==> config.mk <==
export PLATFORM = sky130hd
export DESIGN_NAME = mesi_line_ctrl
export DESIGN_NICKNAME = d
export VERILOG_FILES = /design/src/rtl/mesi_pkg.sv /design/src/rtl/mesi_tag_array.sv /design/src/rtl/mesi_seq.sv /design/src/rtl/mesi_line_ctrl.sv
export SDC_FILE = /design/constraint.sdc
export NUM_CORES = 1
export LEC_CHECK = 0
export BUFFER_PORTS_ARGS = -buffer_cell sky130_fd_sc_hd__buf_2
export CAP_MARGIN = 20
export CORE_ASPECT_RATIO = 0.8
export CORE_MARGIN = 10
export CORE_UTILIZATION = 40
export DETAILED_ROUTE_END_ITERATION = 12
export GPL_ROUTABILITY_DRIVEN = 0
export HOLD_SLACK_MARGIN = 0.06
export PLACE_DENSITY_LB_ADDON = 0.15
export SLEW_MARGIN = 20
export SYNTH_ARGS = -nofsm -noshare
export SYNTH_HDL_FRONTEND = slang
export SYNTH_SLANG_ARGS = --single-unit
==> constraint.sdc <==
create_clock -name clk -period 5.75 [get_ports clk]
set_input_delay 0.2875 -clock clk [delete_from_list [all_inputs] [get_ports clk]]
set_output_delay 0.2875 -clock clk [all_outputs]
set_load 0.01 [all_outputs]
==> src/rtl/mesi_pkg.sv <==
package mesi_pkg;

    typedef enum logic [1:0] {
        MESI_I = 2'd0,
        MESI_S = 2'd1,
        MESI_E = 2'd2,
        MESI_M = 2'd3
    } mesi_t;

    typedef enum logic [2:0] {
        ICMD_NONE       = 3'd0,
        ICMD_FLUSH_KEEP = 3'd1,
        ICMD_FLUSH_DROP = 3'd2,
        ICMD_INVAL      = 3'd3,
        ICMD_WBMODE     = 3'd4
    } icmd_t;

    typedef enum logic [2:0] {
        SQ_IDLE,
        SQ_FILL,
        SQ_WRITE,
        SQ_FLUSH,
        SQ_WBACK
    } seq_t;

endpackage

==> src/rtl/mesi_tag_array.sv <==
module mesi_tag_array
    import mesi_pkg::*;
#(
    parameter int ADDR_W    = 12,
    parameter int NUM_LINES = 8
) (
    input  logic              clk,
    input  logic              rst_n,
    input  logic [ADDR_W-1:0] lka_addr,
    output mesi_t             lka_st,
    input  logic [ADDR_W-1:0] lkb_addr,
    output mesi_t             lkb_st,
    input  logic              upd_en,
    input  logic [ADDR_W-1:0] upd_addr,
    input  mesi_t             upd_st
);
    localparam int IDX_W = $clog2(NUM_LINES);
    localparam int TAG_W = ADDR_W - IDX_W;

    logic [NUM_LINES-1:0][TAG_W-1:0] tag_v;
    logic [NUM_LINES-1:0][1:0]       st_v;

    for (genvar g = 0; g < NUM_LINES; g++) begin : g_line
        logic [TAG_W-1:0] tag_r;
        mesi_t            st_r;
        always_ff @(posedge clk or negedge rst_n) begin
            if (!rst_n) begin
                tag_r <= '0;
                st_r  <= MESI_I;
            end else if (upd_en && upd_addr[IDX_W-1:0] == IDX_W'(g)) begin
                tag_r <= upd_addr[ADDR_W-1:IDX_W];
                st_r  <= upd_st;
            end
        end
        assign tag_v[g] = tag_r;
        assign st_v[g]  = st_r;
    end

    always_comb begin
        lka_st = MESI_I;
        if (st_v[lka_addr[IDX_W-1:0]] != 2'd0 &&
            tag_v[lka_addr[IDX_W-1:0]] == lka_addr[ADDR_W-1:IDX_W])
            lka_st = mesi_t'(st_v[lka_addr[IDX_W-1:0]]);
    end

    always_comb begin
        lkb_st = MESI_I;
        if (st_v[lkb_addr[IDX_W-1:0]] != 2'd0 &&
            tag_v[lkb_addr[IDX_W-1:0]] == lkb_addr[ADDR_W-1:IDX_W])
            lkb_st = mesi_t'(st_v[lkb_addr[IDX_W-1:0]]);
    end

endmodule

==> src/rtl/mesi_seq.sv <==
module mesi_seq
    import mesi_pkg::*;
#(
    parameter int ADDR_W = 12
) (
    input  logic              clk,
    input  logic              rst_n,
    input  logic              loc_req,
    input  logic              loc_we,
    input  logic [ADDR_W-1:0] loc_addr,
    input  mesi_t             loc_st,
    input  logic              snp_valid,
    input  logic              snp_we,
    input  logic [ADDR_W-1:0] snp_addr,
    input  mesi_t             snp_st,
    input  logic              bus_ack,
    input  logic              bus_shared,
    input  logic              in_ack,
    output logic              upd_en,
    output logic [ADDR_W-1:0] upd_addr,
    output mesi_t             upd_st,
    output logic              loc_ready,
    output logic              loc_done,
    output logic              snp_hit,
    output logic              snp_hitm,
    output logic              backoff,
    output logic              bus_rd,
    output logic              bus_wr,
    output logic [ADDR_W-1:0] bus_addr,
    output icmd_t             in_cmd,
    output logic [ADDR_W-1:0] in_addr
);
    seq_t              st, nxt;
    logic [ADDR_W-1:0] op_addr;
    logic              op_we;
    logic              op_up;

    // State and operation capture register
    always_ff @(posedge clk or negedge rst_n) begin
        if (!rst_n) begin
            st      <= SQ_IDLE;
            op_addr <= '0;
            op_we   <= 1'b0;
            op_up   <= 1'b0;
        end else begin
            st <= nxt;
            if (st == SQ_IDLE && (snp_valid || loc_req)) begin
                op_addr <= snp_valid ? snp_addr : loc_addr;
                op_we   <= snp_valid ? snp_we : loc_we;
                op_up   <= !snp_valid && (loc_st == MESI_S);
            end
        end
    end

    // Next state and outputs
    always_comb begin
        nxt       = st;
        upd_en    = 1'b0;
        upd_addr  = op_addr;
        upd_st    = MESI_I;
        loc_ready = 1'b0;
        loc_done  = 1'b0;
        snp_hit   = 1'b0;
        snp_hitm  = 1'b0;
        backoff   = 1'b0;
        bus_rd    = 1'b0;
        bus_wr    = 1'b0;
        bus_addr  = op_addr;
        in_cmd    = ICMD_NONE;
        in_addr   = op_addr;
        unique case (st)
            SQ_IDLE: begin
                loc_ready = !snp_valid;
                in_addr   = snp_valid ? snp_addr : loc_addr;
                if (snp_valid) begin
                    upd_addr = snp_addr;
                    if (snp_st != MESI_I) snp_hit = 1'b1;
                    if (snp_st == MESI_M) begin
                        snp_hitm = 1'b1;
                        nxt      = SQ_FLUSH;
                    end else if (snp_st != MESI_I) begin
                        if (snp_we) begin
                            upd_en = 1'b1;
                            upd_st = MESI_I;
                            in_cmd = ICMD_INVAL;
                        end else if (snp_st == MESI_E) begin
                            upd_en = 1'b1;
                            upd_st = MESI_S;
                        end
                    end
                end else if (loc_req) begin
                    upd_addr = loc_addr;
                    if (!loc_we) begin
                        if (loc_st != MESI_I) loc_done = 1'b1;
                        else                  nxt = SQ_FILL;
                    end else if (loc_st == MESI_E || loc_st == MESI_M) begin
                        loc_done = 1'b1;
                        upd_en   = 1'b1;
                        upd_st   = MESI_M;
                        in_cmd   = ICMD_WBMODE;
                    end else begin
                        nxt = SQ_WRITE;
                    end
                end
            end
            SQ_FILL: begin
                bus_rd = 1'b1;
                if (bus_ack) begin
                    upd_en   = 1'b1;
                    upd_st   = bus_shared ? MESI_S : MESI_E;
                    loc_done = 1'b1;
                    nxt      = SQ_IDLE;
                end
            end
            SQ_WRITE: begin
                bus_wr = 1'b1;
                if (bus_ack) begin
                    loc_done = 1'b1;
                    nxt      = SQ_IDLE;
                    if (op_up) begin
                        upd_en = 1'b1;
                        upd_st = MESI_E;
                    end
                end
            end
            SQ_FLUSH: begin
                backoff  = 1'b1;
                snp_hit  = 1'b1;
                snp_hitm = 1'b1;
                in_cmd   = op_we ? ICMD_FLUSH_DROP : ICMD_FLUSH_KEEP;
                if (in_ack) nxt = SQ_WBACK;
            end
            SQ_WBACK: begin
                backoff  = 1'b1;
                snp_hit  = 1'b1;
                snp_hitm = 1'b1;
                bus_wr   = 1'b1;
                if (bus_ack) begin
                    upd_en = 1'b1;
                    upd_st = op_we ? MESI_I : MESI_S;
                    nxt    = SQ_IDLE;
                end
            end
            default: nxt = SQ_IDLE;
        endcase
    end

endmodule

==> src/rtl/mesi_line_ctrl.sv <==
module mesi_line_ctrl
    import mesi_pkg::*;
#(
    parameter int ADDR_W    = 12,
    parameter int NUM_LINES = 8
) (
    input  logic              clk,
    input  logic              rst_n,
    input  logic              loc_req,
    input  logic              loc_we,
    input  logic [ADDR_W-1:0] loc_addr,
    output logic              loc_ready,
    output logic              loc_done,
    input  logic              snp_valid,
    input  logic              snp_we,
    input  logic [ADDR_W-1:0] snp_addr,
    output logic              snp_hit,
    output logic              snp_hitm,
    output logic              backoff,
    output logic              bus_rd,
    output logic              bus_wr,
    output logic [ADDR_W-1:0] bus_addr,
    input  logic              bus_ack,
    input  logic              bus_shared,
    output logic [2:0]        in_cmd,
    output logic [ADDR_W-1:0] in_addr,
    input  logic              in_ack
);
    mesi_t             loc_st, snp_st, upd_st;
    logic              upd_en;
    logic [ADDR_W-1:0] upd_addr;
    icmd_t             icmd;

    mesi_tag_array #(
        .ADDR_W    (ADDR_W),
        .NUM_LINES (NUM_LINES)
    ) u_tags (
        .clk      (clk),
        .rst_n    (rst_n),
        .lka_addr (loc_addr),
        .lka_st   (loc_st),
        .lkb_addr (snp_addr),
        .lkb_st   (snp_st),
        .upd_en   (upd_en),
        .upd_addr (upd_addr),
        .upd_st   (upd_st)
    );

    mesi_seq #(
        .ADDR_W (ADDR_W)
    ) u_seq (
        .clk        (clk),
        .rst_n      (rst_n),
        .loc_req    (loc_req),
        .loc_we     (loc_we),
        .loc_addr   (loc_addr),
        .loc_st     (loc_st),
        .snp_valid  (snp_valid),
        .snp_we     (snp_we),
        .snp_addr   (snp_addr),
        .snp_st     (snp_st),
        .bus_ack    (bus_ack),
        .bus_shared (bus_shared),
        .in_ack     (in_ack),
        .upd_en     (upd_en),
        .upd_addr   (upd_addr),
        .upd_st     (upd_st),
        .loc_ready  (loc_ready),
        .loc_done   (loc_done),
        .snp_hit    (snp_hit),
        .snp_hitm   (snp_hitm),
        .backoff    (backoff),
        .bus_rd     (bus_rd),
        .bus_wr     (bus_wr),
        .bus_addr   (bus_addr),
        .in_cmd     (icmd),
        .in_addr    (in_addr)
    );

    assign in_cmd = icmd;

endmodule

## After elaboration in Yosys (flattened, before gate mapping)

Cells that the tools add are included.

- Bits in registers: 105
- Bits in latches: 0
- Bits in writable memories: 0
- Bits in read-only memories: 0
- Input port bits: 33
- Output and inout bits: 34
- Word-level logic and storage cells: 149
- Memories kept: 0

- Add/sub/neg operators: 0
- Multiply operators: 0
- Divide/modulo/power cells: 0
- Order comparisons: 2
- Eq/ne operators: 24
- Shifts and indexed selects: 0
- Muxes and demuxes: 76
- Bitwise gates (word level): 0
- Reductions and logical operators: 27

Operators with widths:

| cell | count |
|---|---|
| 12-bit two-way mux | 5 |
| 9-bit binary-select mux with 3-bit select | 2 |
| 3-bit two-way mux | 14 |
| 2-bit two-way mux | 18 |
| 1-bit two-way mux | 26 |
| 9-bit == test | 2 |
| 9-bit two-way mux | 2 |
| 3-bit == test (second input constant) | 5 |
| 2-bit binary-select mux with 3-bit select | 2 |
| 3-bit by 2-bit == test with 1-bit output (second input constant) | 4 |
| 1-bit logical AND | 12 |
| 3-bit one-hot mux with 3 select lines | 1 |
| 2-bit == test (second input constant) | 4 |
| 3-bit by 4-bit < comparator with 1-bit output (second input constant) | 2 |
| 4-bit inequality test (second input constant) | 2 |
| 2-bit one-hot mux with 4 select lines | 1 |
| 2-bit nonzero test | 4 |
| 2-bit OR reduction | 4 |
| 3-bit by 1-bit == test with 1-bit output (second input constant) | 2 |
| 3-bit zero test | 2 |
| 3-bit inequality test (second input constant) | 2 |
| 1-bit one-hot mux with 2 select lines | 3 |
| 3-bit one-hot mux with 2 select lines | 1 |
| 6-bit AND reduction | 1 |
| other kinds (7) | 8 |

## Logic depth before layout (Yosys ltp)

- Depth in word-level cells: 13
- Depth in mapped cells: 12
- Depth with buffers taken out: 8

## By module

Synthesis repeated with hierarchy kept, for this count alone.

- Cell total of the unflattened synthesis: 529
- Area total of the unflattened synthesis: 6486.2 µm²

Modules (own cells, without submodules):

| module | instances | cells each | area an instance (µm²) | seq. area each (µm²) |
|---|---|---|---|---|
| mesi_tag_array | 1 | 323 | 4926.0 | 2202.1 |
| mesi_seq | 1 | 206 | 1560.2 | 425.4 |

## Least setup slack after synthesis

OpenSTA, ideal clock, no wires.

- Path type: input -> register
- Start: input snp_addr[0]
- End: register u_tags.g_line[1].st_r[1]
- Setup time: 0.128 ns
- Arrival: 2.689 ns
- Required time: 5.622 ns
- Path slack: 2.934 ns
- Stages on the path: 11
- Buffers on the path: 3
- Cells stage by stage: buf_2 buf_4 mux4_2 mux2i_1 xor2_1 nand3_1 nor3_1 a21o_1 o21ai_2 buf_6 mux2_1

- Word-level cells in the longest chain between the ends: 13
- Elaborated cells on any way between the ends: 25
- Those cells by class: eq/ne (4); mux (17); reduce/logical (4)

RTL lines:

| element | RTL line | RTL |
|---|---|---|
| start: declaration | mesi_line_ctrl.sv:16 | `input logic [ADDR_W-1:0] snp_addr,` |
| 9-bit binary-select mux with 3-bit select / 2-bit binary-select mux with 3-bit select (equally long branches) | mesi_tag_array.sv:49, mesi_tag_array.sv:48, mesi_tag_array.sv:50 |  |
| 9-bit two-way mux (not written as such) / 2-bit two-way mux (equally long branches) | mesi_tag_array.sv:49, mesi_tag_array.sv:48, mesi_tag_array.sv:50 |  |
| 9-bit == test / 2-bit nonzero test (equally long branches) | mesi_tag_array.sv:49, mesi_tag_array.sv:48 |  |
| 1-bit logical AND | mesi_tag_array.sv:48 | `if (st_v[lkb_addr[IDX_W-1:0]] != 2'd0 &&` |
| 2-bit two-way mux | mesi_tag_array.sv:48 |  |
| 2-bit == test | mesi_seq.sv:86 | `end else if (snp_st == MESI_E) begin` |
| 1-bit two-way mux | mesi_seq.sv:86 |  |
| 1-bit two-way mux | mesi_seq.sv:82 | `if (snp_we) begin` |
| 1-bit two-way mux | mesi_seq.sv:81 | `end else if (snp_st != MESI_I) begin` |
| 1-bit two-way mux | mesi_seq.sv:78 | `if (snp_st == MESI_M) begin` |
| 1-bit two-way mux | mesi_seq.sv:75 | `if (snp_valid) begin` |
| 1-bit one-hot mux with 3 select lines | mesi_seq.sv:71 | `unique case (st)` |
| 1-bit logical AND | mesi_tag_array.sv:30 | `end else if (upd_en && upd_addr[IDX_W-1:0] == IDX_W'(g)) begin` |
| end signal: assignment | mesi_tag_array.sv:32 | `st_r <= upd_st;` |
| end: declaration | mesi_tag_array.sv:25 | `mesi_t st_r;` |

Several ways; a longest one is shown, not always the timed one. The select of a mux whose other input is x is not followed.
A chain may end at the register's enable or synchronous reset.

## Worst setup path in the final report

- Start: input loc_addr[0]
- End: output loc_done

- Word-level cells in the longest chain between the ends: 12
- Elaborated cells on any way between the ends: 18
- Those cells by class: eq/ne (3); mux (11); reduce/logical (4)

RTL lines:

| element | RTL line | RTL |
|---|---|---|
| start: declaration | mesi_line_ctrl.sv:11 | `input logic [ADDR_W-1:0] loc_addr,` |
| 9-bit binary-select mux with 3-bit select / 2-bit binary-select mux with 3-bit select (equally long branches) | mesi_tag_array.sv:42, mesi_tag_array.sv:41, mesi_tag_array.sv:43 |  |
| 9-bit two-way mux (not written as such) / 2-bit two-way mux (equally long branches) | mesi_tag_array.sv:42, mesi_tag_array.sv:41, mesi_tag_array.sv:43 |  |
| 9-bit == test / 2-bit nonzero test (equally long branches) | mesi_tag_array.sv:42, mesi_tag_array.sv:41 |  |
| 1-bit logical AND | mesi_tag_array.sv:41 | `if (st_v[lka_addr[IDX_W-1:0]] != 2'd0 &&` |
| 2-bit two-way mux * | mesi_tag_array.sv:41 |  |
| 2-bit == test | mesi_seq.sv:96 | `end else if (loc_st == MESI_E \|\| loc_st == MESI_M) begin` |
| 1-bit logical OR | mesi_seq.sv:96 |  |
| 1-bit two-way mux | mesi_seq.sv:96 |  |
| 1-bit two-way mux * | mesi_seq.sv:93 | `if (!loc_we) begin` |
| 1-bit two-way mux * | mesi_seq.sv:91 | `end else if (loc_req) begin` |
| 1-bit two-way mux * | mesi_seq.sv:75 |  |
| 1-bit one-hot mux with 2 select lines * | mesi_seq.sv:71 |  |
| end: declaration | mesi_line_ctrl.sv:13 | `output logic loc_done,` |

Every way passes the cells marked *; elsewhere a longest branch is shown, timed or not. The select of a mux whose other input is x is not followed.

==> qor.yml <==
power:
  p_comb_share_pct: 46.8
  p_sw_mw: 1.43
  clkPwrFrac_pct: 16.9
  p_per_area_nw_per_um2: 500
  leakage_nw: 3.46
  netSwitchingFraction_pct: 39.0
  ir_drop_v: 0.000228
  intPower_mw: 2.24
  seqPwrFrac_pct: 36.3
setup_path:
  crit_fanout: 20
  critical_path_arrival_ns: 3.45
  cp-end-kind: "output pin"
  required_ns: 5.46
  cp-start-kind: "primary input"
  path_class: "in -> out"
synthesis:
  yosysWarnings: 0
  syn_area_um2: 6600
  synthTopCellsByArea: "dfrtp_1 (40%), mux2_4 (17%), mux4_2 (9.9%)"
  synthesis.instances: 521
  ys_seq_area_share_pct: 39.8
  yosys.area.top_type: "dfrtp_1"
  synth_top_area_share_pct: 39.8
  syn_nets: 554
  syn_area_per_cell_um2: 12.7
  synthDistinctLibCells: 41
  ys_ff_latch: 105
die:
  die_w_um: 164
  ios: 67
  start_util_pct: 41.3
  dieArea_um2: 22100
  core_um2: 16000
  die_h_um: 135
  row_count: 41
detailed_routing:
  vias: 4595
  wl_per_cell_um: 24.8
  drt_iter0_markers: 427
  drcViolationCount: 0
  viasPerCell: 5.83
  drtPass1Iterations: 5
  routed_wl_mm: 19.5
  ant_nets: 0
place:
  port_buffers: 66
  dpl_cell_area_um2: 7010
  dp.final_hpwl_mm: 13.5
finish:
  n_antenna_cell: 0
  final_nets: 601
  nFillCells: 1442
  layout-drive-gt1-share_pct: 39.4
  regArea_um2: 2630
  syn_to_final_growth_pct: 11.2
  final_cell_mix: "dfrtp_1 (105), mux2_4 (73), buf_2 (65), mux2i_1 (42)"
  stdcell_area_um2: 7330
  final_common_cell: "dfrtp_1"
  multi_input_area_um2: 3760
cts:
  root_buffer: "clkbuf_16"
  cts_sinks: 105
  numCtsBuffers: 9
  h-tree-depth: 3
  clk_pin_slew_ns: 0.07
  cts_setup_buffers: 0
  tritoncts: "done"
  insertion_delay_ns: 0.35
  cts_buffer_depth: 2
timing:
  maxSlewViolCount: 0
  fmax_ghz: 0.268
  grt_setup_unrepaired: "false"
  setup_viol: 0
  max_slew_margin_pct: 20.9
  worstMarginPinSlew_ns: 1.19
  fin_skew_ns: 0.00775
  hold_viol: 0
  fin_crit_sh_pct: 64.9
  period_minus_slack_ns: 3.73
  finalSetupTns_ns: 0
status:
  status: "complete, no violations"
grt:
  grt_pass1_wl_mm: 30.2
  grt_pass1_vias: 4739
  track_usage_pct: 17.8
  antenna_found_initial: 0
  grt_start_max_net_pins: 70
  grt.overflow.total: 0
job:
  drv_cap: 0
hold_path:
  min_path_type: "in -> reg"
area by class of cell:
class / count / area share, %
clock buffers: 11 / 3.17
clock inverters: 5 / 0.768
inverters: 3 / 0.154
multi-input cells: 377 / 51.2
flip-flops and latches: 105 / 35.8
well taps: 215 / 3.67
repair buffers: 72 / 5.19
cell usage after synthesis:
master,count
a2bb2oi_1,2
a21o_1,1
nor4_1,1
mux2_1,7
nor2_1,32
buf_6,10
or2_2,4
xor2_1,12
nand2_1,15
nand2b_1,12
o21a_1,1
mux2i_1,42
or3_1,3
dfrtp_1,105
o2bb2ai_1,2
o21ai_4,1
mux4_2,29
nand3b_1,1
clkinv_1,1
buf_1,3
clkbuf_1,16
a221o_1,1
a221oi_1,6
inv_1,2
buf_2,4
mux4_1,1
buf_4,3
mux2_4,73
a21oi_1,32
nor2b_1,2
nor3_1,7
or4_4,1
xnor2_1,5
o21ai_0,10
mux2_2,24
a211o_1,1
o22ai_1,28
nand3_1,6
nor3b_1,1
nand4_1,6
o21ai_2,8
kinds of logic (layout without fill, tap and decap cells):
logic type,count (synthesis),in the layout,synth area share [%]
buf+inv,39,91,3.60
simple gates,91,91,6.72
mux,176,176,38.6
compound gates,93,93,8.99
flops,105,105,39.8
xor+xnor,17,17,2.26
power groups by stage:
stage | clock network, mW | logic (mW) | registers [mW]
global route | 0.659 | 1.85 | 1.37
global placement | 0 | 1.69 | 1.33
CTS | 0.634 | 1.72 | 1.32
detailed placement | 0 | 1.71 | 1.32
finish | 0.620 | 1.72 | 1.33
floorplan | 0 | 1.26 | 1.23
critical path, stage by stage:
cell and delay (ns):
buf_2 0.48, buf_4 0.42, mux2_2 0.38, o22ai_1 0.15
a221oi_1 0.08, xor2_1 0.20, or4_4 0.57, nor3_1 0.46
nand3_1 0.13, o21ai_0 0.11, buf_2 0.16
metal layers:
layer	GRT usage, %	routed length [um]	vias to the layer above
met5	0	0	-
li1	-	-	2054
met4	5.00	320	0
met2	27.3	9030	151
met3	3.65	1090	20
met1	24.8	9090	2370
path summary, 6_finish.rpt:
check,from,cells after the start,slack [ns],endpoint
worst max register to register,u_tags.g_line[5].tag_r[5]$_DFFE_PN0P_,8,2.30,u_tags.g_line[2].st_r[1]$_DFFE_PN0P_
min in group asynchronous,rst_n,2,0.45,u_tags.g_line[2].tag_r[2]$_DFFE_PN0P_
max in group asynchronous,rst_n,3,3.97,u_tags.g_line[5].tag_r[3]$_DFFE_PN0P_
worst max-delay path,loc_addr[0],11,2.02,loc_done
worst min register to register,u_tags.g_line[6].st_r[1]$_DFFE_PN0P_,1,0.52,u_tags.g_line[6].st_r[1]$_DFFE_PN0P_
worst min-delay path,snp_we,3,0.29,u_seq.op_we$_DFFE_PN0P_
sequential cells by signal (all words and copies together) (netlist names):
register             cells
u_seq.op_we              1
u_tags.g_line.tag_r     72
u_tags.g_line.st_r      16
u_seq.bus_addr          12
u_seq.st                 3
u_seq.op_up              1
what timing repair did:
item | CTS | global route
endpoints found under the setup margin | 0 | 0
endpoints found under the hold margin | 36 | 0
hold buffers | 1 | 0
gates resized for setup | 0 | 0
metrics by stage:
stage | hold WS, ns | setup WS (ns) | util, % | power (mW) | instances
2_1_floorplan | -0.00809 | 2.93 | - | 2.49 | 521
3_3_place_gp | 0.290 | 1.77 | 44.0 | 3.02 | 771
3_5_place_dp | 0.294 | 1.69 | 44.0 | 3.03 | 771
4_1_cts | 0.273 | 1.99 | 45.8 | 3.67 | 788
5_1_grt | 0.320 | 1.78 | 46.0 | 3.88 | 788
6_report | 0.294 | 2.02 | 46.0 | 3.67 | 788
(Power assumes the default switching activity.)
